File: config.mk
export PLATFORM = sky130hd
export DESIGN_NAME = saudio_ctrl
export DESIGN_NICKNAME = d
export VERILOG_FILES = /design/src/rtl/saudio_pkg.sv /design/src/rtl/saudio_fifo.sv /design/src/rtl/saudio_bclk.sv /design/src/rtl/saudio_link.sv /design/src/rtl/saudio_ctrl.sv
export SDC_FILE = /design/constraint.sdc
export NUM_CORES = 1
export LEC_CHECK = 0
export CORE_UTILIZATION = 39
export CTS_CLUSTER_DIAMETER = 150
export DETAILED_ROUTE_END_ITERATION = 8
export SLEW_MARGIN = 25
export SYNTH_ARGS = -nofsm -noshare
export SYNTH_HDL_FRONTEND = slang
export SYNTH_SLANG_ARGS = --single-unit
File: constraint.sdc
create_clock -name clk_i -period 7.8 [get_ports clk_i]
set_input_delay 1.56 -clock clk_i [delete_from_list [all_inputs] [get_ports clk_i]]
set_output_delay 1.56 -clock clk_i [all_outputs]
set_load 0.02 [all_outputs]
File: src/rtl/saudio_pkg.sv
package saudio_pkg;
  localparam int unsigned BUS_W = 32;

  typedef enum logic [2:0] {
    REG_CTRL = 3'd0,
    REG_SER  = 3'd1,
    REG_STAT = 3'd2,
    REG_MASK = 3'd3,
    REG_CLR  = 3'd4,
    REG_DIV  = 3'd5,
    REG_DATA = 3'd6
  } reg_sel_e;

  typedef struct packed {
    logic off;
    logic ror;
    logic tur;
    logic rfs;
    logic tfs;
    logic busy;
    logic rx_ne;
    logic tx_nf;
  } status_t;
endpackage

File: src/rtl/saudio_fifo.sv
module saudio_fifo #(
  parameter int unsigned W     = 32,
  parameter int unsigned DEPTH = 16,
  localparam int unsigned AW   = $clog2(DEPTH),
  localparam int unsigned LW   = AW + 1
) (
  input  logic          clk_i,
  input  logic          rst_ni,
  input  logic          flush_i,
  input  logic          push_i,
  input  logic [W-1:0]  wdata_i,
  input  logic          pop_i,
  output logic [W-1:0]  rdata_o,
  output logic [LW-1:0] level_o,
  output logic          full_o,
  output logic          empty_o
);
  logic [W-1:0]  mem_q [DEPTH];
  logic [AW-1:0] wr_q, rd_q;
  logic [LW-1:0] level_q;
  logic          push_ok, pop_ok;

  assign full_o  = (level_q == LW'(DEPTH));
  assign empty_o = (level_q == '0);
  assign push_ok = push_i && !full_o;
  assign pop_ok  = pop_i && !empty_o;
  assign rdata_o = mem_q[rd_q];
  assign level_o = level_q;

  always_ff @(posedge clk_i) begin
    if (push_ok && !flush_i) mem_q[wr_q] <= wdata_i;
  end

  always_ff @(posedge clk_i or negedge rst_ni) begin
    if (!rst_ni) begin
      wr_q <= '0; rd_q <= '0; level_q <= '0;
    end else if (flush_i) begin
      wr_q <= '0; rd_q <= '0; level_q <= '0;
    end else begin
      if (push_ok) wr_q <= wr_q + 1'b1;
      if (pop_ok)  rd_q <= rd_q + 1'b1;
      case ({push_ok, pop_ok})
        2'b10:   level_q <= level_q + 1'b1;
        2'b01:   level_q <= level_q - 1'b1;
        default: level_q <= level_q;
      endcase
    end
  end

  a_r2_level_bound: assert property (@(posedge clk_i) disable iff (!rst_ni)
    level_q <= LW'(DEPTH));
  a_r2_full_holds: assert property (@(posedge clk_i) disable iff (!rst_ni)
    (full_o && push_i && !pop_i && !flush_i) |=> full_o);
endmodule

File: src/rtl/saudio_bclk.sv
module saudio_bclk #(
  parameter int unsigned DIV_W = 7
) (
  input  logic             clk_i,
  input  logic             rst_ni,
  input  logic             run_i,
  input  logic             master_i,
  input  logic [DIV_W-1:0] div_i,
  input  logic             bclk_i,
  output logic             bclk_o,
  output logic             fall_o,
  output logic             rise_o
);
  logic [DIV_W-1:0] cnt_q, div_eff;
  logic             bclk_q, wrap;
  logic [2:0]       sync_q;
  logic             ext_rise, ext_fall;

  assign div_eff  = (div_i == '0) ? DIV_W'(1) : div_i;
  assign wrap     = (cnt_q == div_eff - DIV_W'(1));
  assign ext_rise = sync_q[1] && !sync_q[2];
  assign ext_fall = !sync_q[1] && sync_q[2];

  always_ff @(posedge clk_i or negedge rst_ni) begin
    if (!rst_ni) begin
      cnt_q <= '0; bclk_q <= 1'b1; sync_q <= '0;
    end else begin
      sync_q <= {sync_q[1:0], bclk_i};
      if (!run_i || !master_i) begin
        cnt_q <= '0; bclk_q <= 1'b1;
      end else if (wrap) begin
        cnt_q <= '0; bclk_q <= !bclk_q;
      end else begin
        cnt_q <= cnt_q + 1'b1;
      end
    end
  end

  assign fall_o = run_i && (master_i ? (wrap && bclk_q)  : ext_fall);
  assign rise_o = run_i && (master_i ? (wrap && !bclk_q) : ext_rise);
  assign bclk_o = bclk_q;

  a_r7_idle_high: assert property (@(posedge clk_i) disable iff (!rst_ni)
    !run_i |=> bclk_o);
endmodule

File: src/rtl/saudio_link.sv
module saudio_link #(
  parameter int unsigned W = 32,
  localparam int unsigned CW = $clog2(W)
) (
  input  logic         clk_i,
  input  logic         rst_ni,
  input  logic         clear_i,
  input  logic         mj_i,
  input  logic         loop_i,
  input  logic         play_i,
  input  logic         rec_i,
  input  logic         fall_i,
  input  logic         rise_i,
  input  logic [W-1:0] tx_word_i,
  input  logic         tx_empty_i,
  input  logic         rx_full_i,
  input  logic         sdata_i,
  output logic         tx_pop_o,
  output logic         rx_push_o,
  output logic [W-1:0] rx_word_o,
  output logic         urun_o,
  output logic         orun_o,
  output logic         sdata_o,
  output logic         lrclk_o
);
  logic [CW-1:0] cnt_q;
  logic [W-1:0]  tx_sh_q, rx_sh_q;
  logic          started_q, pend_q, dly_q;
  logic          last, load, rx_bit, word_done;

  assign last     = (cnt_q == CW'(W-1));
  assign load     = fall_i && last;
  assign tx_pop_o = load && play_i && !tx_empty_i;
  assign urun_o   = load && play_i && tx_empty_i;

  // I2S output is the MSB-justified stream delayed by one bit clock
  assign sdata_o  = mj_i ? tx_sh_q[W-1] : dly_q;
  assign lrclk_o  = mj_i ? !cnt_q[CW-1] : cnt_q[CW-1];

  assign rx_bit    = loop_i ? sdata_o : sdata_i;
  assign word_done = rise_i && started_q && (mj_i ? last : (cnt_q == '0 && pend_q));
  assign rx_word_o = {rx_sh_q[W-2:0], rx_bit};
  assign rx_push_o = word_done && rec_i && !rx_full_i;
  assign orun_o    = word_done && rec_i && rx_full_i;

  always_ff @(posedge clk_i or negedge rst_ni) begin
    if (!rst_ni) begin
      cnt_q <= '1; tx_sh_q <= '0; rx_sh_q <= '0;
      started_q <= 1'b0; pend_q <= 1'b0; dly_q <= 1'b0;
    end else if (clear_i) begin
      cnt_q <= '1; tx_sh_q <= '0; rx_sh_q <= '0;
      started_q <= 1'b0; pend_q <= 1'b0; dly_q <= 1'b0;
    end else begin
      if (fall_i) begin
        cnt_q     <= cnt_q + 1'b1;
        dly_q     <= tx_sh_q[W-1];
        started_q <= 1'b1;
        if (load) tx_sh_q <= tx_pop_o ? tx_word_i : '0;
        else      tx_sh_q <= {tx_sh_q[W-2:0], 1'b0};
      end
      if (rise_i && started_q) begin
        rx_sh_q <= {rx_sh_q[W-2:0], rx_bit};
        if (last) pend_q <= 1'b1;
      end
    end
  end

  a_r6_lrclk_on_fall: assert property (@(posedge clk_i) disable iff (!rst_ni)
    (!fall_i && !clear_i) |=> ($stable(lrclk_o) || !$stable(mj_i)));
endmodule

File: src/rtl/saudio_ctrl.sv
module saudio_ctrl
  import saudio_pkg::*;
#(
  parameter int unsigned DEPTH   = 16,
  parameter int unsigned DIV_W   = 7,
  parameter int unsigned TH_W    = 4,
  parameter int unsigned DIV_RST = 12
) (
  input  logic             clk_i,
  input  logic             rst_ni,
  input  logic             bus_sel_i,
  input  logic             bus_we_i,
  input  logic [2:0]       bus_addr_i,
  input  logic [BUS_W-1:0] bus_wdata_i,
  output logic [BUS_W-1:0] bus_rdata_o,
  output logic             irq_o,
  output logic             tx_req_o,
  output logic             rx_req_o,
  input  logic             bclk_i,
  output logic             bclk_o,
  output logic             bclk_oe_o,
  output logic             lrclk_o,
  input  logic             sdata_i,
  output logic             sdata_o
);
  localparam int unsigned LW = $clog2(DEPTH) + 1;

  logic             en_q, drv_q, flush_q, mj_q, norec_q, noplay_q, loop_q;
  logic [TH_W-1:0]  tfth_q, rfth_q;
  logic [3:0]       mask_q;
  logic [DIV_W-1:0] div_q;
  logic             tur_q, ror_q;

  logic             wr, rd, clr_wr, active;
  logic             tx_push, tx_pop, tx_full, tx_empty;
  logic             rx_push, rx_pop, rx_full, rx_empty;
  logic [BUS_W-1:0] tx_head, rx_head, rx_word;
  logic [LW-1:0]    tx_level, rx_level, rth_eff;
  logic             fall, rise, urun, orun;
  status_t          stat;

  assign wr      = bus_sel_i && bus_we_i;
  assign rd      = bus_sel_i && !bus_we_i;
  assign clr_wr  = wr && (bus_addr_i == REG_CLR);
  assign tx_push = wr && (bus_addr_i == REG_DATA);
  assign rx_pop  = rd && (bus_addr_i == REG_DATA);
  assign active  = en_q && !(norec_q && noplay_q) && !flush_q;
  assign rth_eff = (rfth_q == '0) ? LW'(1) : LW'(rfth_q);

  always_ff @(posedge clk_i or negedge rst_ni) begin
    if (!rst_ni) begin
      en_q <= 1'b0; drv_q <= 1'b0; flush_q <= 1'b0; tfth_q <= '0; rfth_q <= '0;
      mj_q <= 1'b0; norec_q <= 1'b1; noplay_q <= 1'b1; loop_q <= 1'b0;
      mask_q <= '0; div_q <= DIV_W'(DIV_RST);
    end else if (wr) begin
      case (bus_addr_i)
        REG_CTRL: begin
          en_q <= bus_wdata_i[0]; drv_q <= bus_wdata_i[2]; flush_q <= bus_wdata_i[3];
          tfth_q <= bus_wdata_i[8 +: TH_W]; rfth_q <= bus_wdata_i[12 +: TH_W];
        end
        REG_SER: begin
          mj_q <= bus_wdata_i[0]; norec_q <= bus_wdata_i[3];
          noplay_q <= bus_wdata_i[4]; loop_q <= bus_wdata_i[5];
        end
        REG_MASK: mask_q <= bus_wdata_i[6:3];
        REG_DIV:  div_q  <= bus_wdata_i[DIV_W-1:0];
        default: ;
      endcase
    end
  end

  // sticky flags: a new event wins over a same-cycle clear
  always_ff @(posedge clk_i or negedge rst_ni) begin
    if (!rst_ni) begin
      tur_q <= 1'b0; ror_q <= 1'b0;
    end else if (flush_q) begin
      tur_q <= 1'b0; ror_q <= 1'b0;
    end else begin
      if (urun) tur_q <= 1'b1;
      else if (clr_wr && bus_wdata_i[5]) tur_q <= 1'b0;
      if (orun) ror_q <= 1'b1;
      else if (clr_wr && bus_wdata_i[6]) ror_q <= 1'b0;
    end
  end

  saudio_fifo #(.W(BUS_W), .DEPTH(DEPTH)) i_tx_fifo (
    .clk_i, .rst_ni, .flush_i(flush_q), .push_i(tx_push), .wdata_i(bus_wdata_i),
    .pop_i(tx_pop), .rdata_o(tx_head), .level_o(tx_level), .full_o(tx_full),
    .empty_o(tx_empty));

  saudio_fifo #(.W(BUS_W), .DEPTH(DEPTH)) i_rx_fifo (
    .clk_i, .rst_ni, .flush_i(flush_q), .push_i(rx_push), .wdata_i(rx_word),
    .pop_i(rx_pop), .rdata_o(rx_head), .level_o(rx_level), .full_o(rx_full),
    .empty_o(rx_empty));

  saudio_bclk #(.DIV_W(DIV_W)) i_bclk (
    .clk_i, .rst_ni, .run_i(active), .master_i(drv_q), .div_i(div_q),
    .bclk_i, .bclk_o, .fall_o(fall), .rise_o(rise));

  saudio_link #(.W(BUS_W)) i_link (
    .clk_i, .rst_ni, .clear_i(!active), .mj_i(mj_q), .loop_i(loop_q),
    .play_i(!noplay_q), .rec_i(!norec_q), .fall_i(fall), .rise_i(rise),
    .tx_word_i(tx_head), .tx_empty_i(tx_empty), .rx_full_i(rx_full),
    .sdata_i, .tx_pop_o(tx_pop), .rx_push_o(rx_push), .rx_word_o(rx_word),
    .urun_o(urun), .orun_o(orun), .sdata_o, .lrclk_o);

  always_comb begin
    stat.off   = !active;
    stat.ror   = ror_q;
    stat.tur   = tur_q;
    stat.rfs   = (rx_level >= rth_eff);
    stat.tfs   = (tx_level <= LW'(tfth_q));
    stat.busy  = active;
    stat.rx_ne = !rx_empty;
    stat.tx_nf = !tx_full;
  end

  assign tx_req_o  = stat.tfs;
  assign rx_req_o  = stat.rfs;
  assign irq_o     = |(stat[6:3] & mask_q);
  assign bclk_oe_o = drv_q;

  always_comb begin
    bus_rdata_o = '0;
    case (bus_addr_i)
      REG_CTRL: bus_rdata_o = BUS_W'({rfth_q, tfth_q, 4'b0, flush_q, drv_q, 1'b0, en_q});
      REG_SER:  bus_rdata_o = BUS_W'({loop_q, noplay_q, norec_q, 2'b0, mj_q});
      REG_STAT: bus_rdata_o = BUS_W'(stat);
      REG_MASK: bus_rdata_o = BUS_W'({mask_q, 3'b0});
      REG_DIV:  bus_rdata_o = BUS_W'(div_q);
      REG_DATA: bus_rdata_o = rx_empty ? '0 : rx_head;
      default:  bus_rdata_o = '0;
    endcase
  end

  a_r8_tur_sticky: assert property (@(posedge clk_i) disable iff (!rst_ni)
    (tur_q && !flush_q && !(clr_wr && bus_wdata_i[5])) |=> tur_q);
  a_r9_ror_sticky: assert property (@(posedge clk_i) disable iff (!rst_ni)
    (ror_q && !flush_q && !(clr_wr && bus_wdata_i[6])) |=> ror_q);
  a_r12_flush_empties: assert property (@(posedge clk_i) disable iff (!rst_ni)
    flush_q |=> (tx_empty && rx_empty));
  a_r5_idle_quiet: assert property (@(posedge clk_i) disable iff (!rst_ni)
    !active |-> !(tx_pop || rx_push));
  a_r2_empty_read_zero: assert property (@(posedge clk_i) disable iff (!rst_ni)
    (rx_pop && rx_empty) |-> (bus_rdata_o == '0));
endmodule

## Word level (Yosys, flattened, before mapping)

Memory sizes are Yosys's and may differ from the RTL's.
Cells that the tools add are included.

- Memories: 2
- Logic and storage cells: 181
- Output and inout bits: 39
- Flip-flop bits (word level): 136
- Bits of input ports: 41
- RAM bits: 1024

Memories:

| memory | words | bits a word | read ports | clocked after Yosys merged registers in | write ports | RTL line | RTL |
|---|---|---|---|---|---|---|---|
| i_rx_fifo.mem_q | 16 | 32 | 1 | 0 | 1 | saudio_fifo.sv:18 | `logic [W-1:0] mem_q [DEPTH];` |
| i_tx_fifo.mem_q | 16 | 32 | 1 | 0 | 1 | saudio_fifo.sv:18 |  |

- Equality and inequality tests: 17
- Bitwise logic cells: 1
- Magnitude comparators: 2
- Multiplexer cells: 51
- Reduce and logical (&&, ||, !) cells: 69
- $add $sub $neg: 11

Operators by type and width:

| operator | number |
|---|---|
| one-hot mux 32 bit (6 select lines) | 1 |
| 2-to-1 mux 32 bit | 5 |
| 2-to-1 mux 31 bit | 2 |
| 2-to-1 mux 4 bit | 9 |
| logical AND 1 bit | 32 |
| 2-to-1 mux 1 bit | 25 |
| 2-to-1 mux 7 bit | 3 |
| 2-to-1 mux 5 bit | 4 |
| one-hot mux 5 bit (2 select lines) | 2 |
| adder 4 x 1 -> 4 bit (second input constant) | 4 |
| adder 5 x 1 -> 5 bit (second input constant) | 3 |
| == test 5 bit (second input constant) | 3 |
| logical NOT 1 bit | 15 |
| logical NOT 5 bit | 3 |
| nonzero test 3 bit | 4 |
| AND reduction 2 bit | 5 |
| nonzero test 2 bit | 5 |
| subtractor 5 x 1 -> 5 bit (second input constant) | 2 |
| == test 3 bit (second input constant) | 3 |
| adder 7 x 1 -> 7 bit (second input constant) | 1 |
| == test 7 bit | 1 |
| logical NOT 7 bit | 1 |
| subtractor 7 x 1 -> 7 bit (second input constant) | 1 |
| == test 3 x 2 -> 1 bit (second input constant) | 2 |
| 11 further kinds | 15 |

## Longest topological paths before layout

- Depth in word-level cells: 15
- Depth in mapped cells: 16
- Gate-level depth less buffers: 15

## Cells and area by module

From an unflattened synthesis, not the netlist that was laid out.

- Cell total of the unflattened synthesis: 2209
- Area, all modules: 46140.5 um2

By module, submodules not included:

| module | times used | cells an instance | sequential area each (um2) | area an instance (um2) |
|---|---|---|---|---|
| saudio_fifo | 2 | 830 | 15700.1 | 20213.1 |
| saudio_link | 1 | 295 | 1783.0 | 3143.0 |
| saudio_ctrl | 1 | 190 | 705.7 | 1886.8 |
| saudio_bclk | 1 | 64 | 276.5 | 684.4 |

## Worst setup path before layout

OpenSTA, ideal clock, no wires.

- Path type: input to register
- From: input port bus_addr_i[2]
- To: memory i_tx_fifo.mem_q[3][0] (enable)
- Arrival: 5.705 ns
- Stages: 5
- Data required time: 7.299 ns
- Library setup time: 0.501 ns
- Path buffers: 2
- Path slack: 1.594 ns
- Cell sequence: clkbuf_1 -> nand3_1 -> a2111o_1 -> clkbuf_1 -> nor4_1

- Word-level cells in the longest chain between the ends: 6

Ends and longest elaborated chain:

| what | RTL line | RTL |
|---|---|---|
| start, declared | saudio_ctrl.sv:13 | `input logic [2:0] bus_addr_i,` |
| == test 3 bit | saudio_ctrl.sv:45 | `assign tx_push = wr && (bus_addr_i == REG_DATA);` |
| logical AND 1 bit | saudio_ctrl.sv:45 |  |
| logical AND 1 bit | saudio_fifo.sv:25 | `assign push_ok = push_i && !full_o;` |
| logical AND 1 bit | saudio_fifo.sv:31 | `if (push_ok && !flush_i) mem_q[wr_q] <= wdata_i;` |
| 2-to-1 mux 1 bit | saudio_fifo.sv:31 |  |
| 2-to-1 mux 1 bit (not written as such) | saudio_fifo.sv:31 |  |
| end, declared | saudio_fifo.sv:18 |  |

No other way between the ends.

## Worst setup path after layout

- From: input port bus_addr_i[1]
- To: output port bus_rdata_o[2]

- Word-level cells in the longest chain between the ends: 2
- Elaborated cells between the ends (all ways): 7
- Classes of those cells: eq/ne (5); mux (1); reduce/logical (1)

Ends and longest elaborated chain:

| what | RTL line | RTL |
|---|---|---|
| == test 3 bit, or another cell as far along | saudio_ctrl.sv:125 | `case (bus_addr_i)` |
| one-hot mux 32 bit (6 select lines) * | saudio_ctrl.sv:125 |  |
| end, declared | saudio_ctrl.sv:15 | `output logic [BUS_W-1:0] bus_rdata_o,` |

Every way passes the cells marked *; elsewhere a longest branch is shown, timed or not.

==> run summary <==
The flow ran to the end, and the final reports show no timing, DRC or antenna violations. After synthesis, the cell types taking the most area are sky130_fd_sc_hd__edfxtp_1 (66%), sky130_fd_sc_hd__mux4_2 (9.7%), sky130_fd_sc_hd__dfrtp_1 (6.8%), sky130_fd_sc_hd__mux2i_1 (2.8%), sky130_fd_sc_hd__mux2_2 (1.6%). From synthesis to final layout, the design area changed by 14.2%. The average cell area after synthesis is ~18 µm². The floorplan die area is 0.121 mm². For this run, the leading register cell type out of synthesis is sky130_fd_sc_hd__edfxtp_1. Setup repair after global routing left no endpoint under its margin. Data on the critical path arrives at its endpoint at 4.56 ns. Detailed placement finished with a half-perimeter wire length of 60.1 mm. The total I/O pin count is 80. During synthesis, Yosys emitted a total of 0 warnings.

The share of cells above drive strength 1 came out at 0.211. The initial antenna violation count came out at 13. The post-synthesis cell area came out at 0.0465 mm². The first global-routing pass estimated 166 mm of wire.

Counting every sink on the clock net gives 1160. The number of inserted filler cells in the final layout is approximately 10k. The H-tree level count came out at 3. The weighted congestion at the end of routability-driven global placement came out at just over 0.8. The worst supply voltage drop on vdd is 0.226 mV. The number of nets at the end of the flow came out at ~2.7k. The starting DRC count in detailed routing is 2210. The cell that appears most often on the critical path is sky130_fd_sc_hd__clkdlybuf4s50_1. The DRC violation count after routing is 0. The ratio of total power to cell area came out at 250 mW/mm². The routed wire length per instance is around 26 µm. The largest total area in the synthesized netlist belongs to sky130_fd_sc_hd__edfxtp_1. The clock period could shrink to just over 6 ns.

In this run the worst path has a maximum fanout of 32. Traced cell by cell, the critical path runs through clkdlybuf4s50_1 -> nor2b_1 -> o211ai_4 -> buf_4 -> o21ai_0 -> clkdlybuf4s50_1. The highest attainable clock frequency came out at 163 MHz. The worst-margin pin slew is 1.06 ns. The floorplan die width is between 300 and 400 µm. The type of the worst min-delay path is reg -> reg. The final core utilization is 0.450. The sequential area share after synthesis came out at 0.735. The tool flagged a number of max-cap violations equal to 0.

The core footprint is roughly 0.12 mm². The root buffer cell chosen for the clock tree is sky130_fd_sc_hd__clkbuf_16. The slowest stage of the critical path is the sky130_fd_sc_hd__clkdlybuf4s50_1 cell.

The most common cell in the netlist is sky130_fd_sc_hd__edfxtp_1. The critical path in this run is classified as in -> out. In this run the deepest clock path goes through 3 buffers. The register bit count reported by yosys came out at approximately 1.2k. After routing, the total negative slack on setup checks comes to 0 ns. In the synthesized netlist the async set-or-reset flop fraction comes to 0.117. The latest clock arrival within the worst-skew pair came out at 0.70 ns. The instance count of the mapped netlist came out at 2551.

The remaining antenna violation count is 0. The via count of the first global-routing pass is 25.0k. The total CTS buffers came out at 115.

The required time reported for the critical path endpoint is around 6.2 ns. In this run the post-CTS setup repair buffer count came out at 0. In this design, the stage delay of the slowest critical-path cell is 0.82 ns.

The CTS tree is built. The distinct cell type count after synthesis came out at 79. The number of endpoints with negative hold slack in the final report is 0. The worst setup path is launched from an input port.

Buffers inserted to repair hold after CTS numbered 0. The share of synthesized area in the top cell type comes to 0.662. The overall die height came out at 347 µm.

The leakage power is 0.0158 µW. The maximum number of pins on one net before global-route repair is 126. The initial standard-cell utilization of the core is 0.394.

For this run the aggregate overflow at the end of global routing stands at 0. The total routed wirelength is 112 mm. In the routed layout, each cell is associated on average with a via count of 5.65. The number of gates resized after cts came out at 0.

The sum of buffers and inverters on the critical path is 3. The worst setup path is captured at an output pin. On the final layout, the worst clock skew is 0.0171 ns.

The net count of the mapped netlist came out at 2621. The cell row count is 126. The clock slew seen by the registers of the worst setup and hold paths came out at 0.06 ns.

Sorting the synthesized cells by how often they occur yields sky130_fd_sc_hd__edfxtp_1 (1024), sky130_fd_sc_hd__mux4_2 (201), sky130_fd_sc_hd__nand2_1 (150). The count of buffers inserted at the top-level ports came out at 79. The first detailed-routing pass took 6 iterations. The total global routing track utilization came out at 0.186. The final max-slew violation count is 0. The final clock period utilization by the worst path is 0.785. The tightest slew margin relative to the limit is 0.291. Among cell families on the critical path, the largest total delay comes from buffers and inverters. Across all layers, the routed design uses 24.3k vias. The synthesized design contains around 1.0k enable-type register cells. The final setup violation count is 0.
per-layer routing:
metal  routed length, µm  global-route usage
met1               47500               0.253
met2               55300               0.312
met3                6340              0.0283
met4                2560              0.0515
met5                  82                   0
flip-flops by register name (all words and copies together), names as in the netlist, 3 cells and up:
| register | flops |
|---|---|
| i_rx_fifo.rd_q | 4 |
| i_tx_fifo.mem_q | 512 |
| i_rx_fifo.mem_q | 512 |
| i_bclk.cnt_q | 7 |
| i_link.cnt_q | 5 |
| tfth_q | 4 |
| i_bclk.sync_q | 3 |
| rfth_q | 4 |
| i_link.tx_sh_q | 32 |
| i_tx_fifo.level_o | 5 |
| i_tx_fifo.wr_q | 4 |
| i_rx_fifo.wr_q | 4 |
| i_link.rx_sh_q | 31 |
| mask_q | 4 |
| div_q | 7 |
| i_tx_fifo.rd_q | 4 |
| i_rx_fifo.level_o | 5 |
path summary, 6_finish.rpt:
kind	to	startpoint	depth (start not counted)	slack, ns
worst max register to register	i_rx_fifo.mem_q[11][10]$_DFFE_PP_	i_link.cnt_q[0]$_DFFE_PN1P_	10	3.05
worst max-delay path	bus_rdata_o[2]	bus_addr_i[1]	6	1.68
min in group asynchronous	i_link.rx_sh_q[16]$_DFFE_PN0P_	rst_ni	1	0.90
worst min-delay path	i_bclk.sync_q[2]$_DFF_PN0_	i_bclk.sync_q[1]$_DFF_PN0_	0	0.42
max in group asynchronous	i_tx_fifo.rd_q[1]$_DFFE_PN0P_	rst_ni	2	5.50
worst min register to register	i_bclk.sync_q[2]$_DFF_PN0_	i_bclk.sync_q[1]$_DFF_PN0_	0	0.42
stage by stage:
stage | cell area [µm²] | setup WS, ns | total power, µW | hold WS, ns | instances
floorplan | 46500 | 1.59 | 7460 | 0.331 | 2551
global placement | 49200 | 1.71 | 7750 | 0.394 | 4068
detailed placement | 49200 | 1.66 | 7780 | 0.398 | 4068
CTS | 53000 | 1.63 | 13400 | 0.420 | 4287
global route | 53100 | 1.36 | 13700 | 0.433 | 4289
finish | 53100 | 1.68 | 13300 | 0.420 | 4291
layout make-up:
class | count | area (µm²) | share of cell area
clock inverters | 71 | 792 | 0.0149
flip-flops and latches | 1160 | 34200 | 0.644
multi-input cells | 1213 | 11800 | 0.221
clock buffers | 148 | 3090 | 0.0582
repair buffers | 131 | 1230 | 0.0232
diodes | 3 | 7.51 | 0.000141
well taps | 1536 | 1920 | 0.0362
inverters | 29 | 109 | 0.00205
cells by family (layout without fill, tap and decap cells):
kind of cell / count (synthesis) / after routing / synth area share
adder cells (fa/ha/maj): 29 / 29 / 0.00797
XOR/XNOR: 30 / 30 / 0.00565
buffers and inverters: 178 / 379 / 0.0165
AO/OA/AOI/OAI: 387 / 387 / 0.0544
flip-flops: 1160 / 1160 / 0.735
AND/OR/NAND/NOR: 371 / 371 / 0.0393
multiplexers: 396 / 396 / 0.141
other: 0 / 3 / 0
report_power, final:
group / internal (µW) / switching [µW] / leakage, µW
sequential: 6780 / 101 / 0.0105
combinational: 309 / 458 / 0.00341
clock: 3250 / 2370 / 0.00189
cells in the final DEF, fill, tap and decap left out, types with 11 or more instances in the layout:
cell type / count
sky130_fd_sc_hd__edfxtp_1: 1024
sky130_fd_sc_hd__mux4_2: 201
sky130_fd_sc_hd__nand2_1: 150
sky130_fd_sc_hd__mux2i_1: 130
sky130_fd_sc_hd__dfrtp_1: 119
sky130_fd_sc_hd__clkbuf_16: 115
sky130_fd_sc_hd__o21ai_0: 104
sky130_fd_sc_hd__clkdlybuf4s50_1: 78
sky130_fd_sc_hd__mux2_2: 64
sky130_fd_sc_hd__a21oi_1: 60
sky130_fd_sc_hd__nor2_1: 55
sky130_fd_sc_hd__buf_4: 48
sky130_fd_sc_hd__nand2b_1: 36
sky130_fd_sc_hd__a31oi_1: 34
sky130_fd_sc_hd__o221ai_1: 34
sky130_fd_sc_hd__o22ai_1: 31
sky130_fd_sc_hd__nor2b_1: 29
sky130_fd_sc_hd__a211o_1: 29
sky130_fd_sc_hd__inv_1: 28
sky130_fd_sc_hd__a211oi_1: 28
sky130_fd_sc_hd__ha_1: 27
sky130_fd_sc_hd__clkinv_2: 25
sky130_fd_sc_hd__clkbuf_1: 24
sky130_fd_sc_hd__o21ai_1: 22
sky130_fd_sc_hd__nor2_4: 18
sky130_fd_sc_hd__xor2_1: 16
sky130_fd_sc_hd__xnor2_1: 14
sky130_fd_sc_hd__bufinv_16: 13
sky130_fd_sc_hd__clkinv_1: 11
No activity file was read; power rests on OpenSTA's default activity.
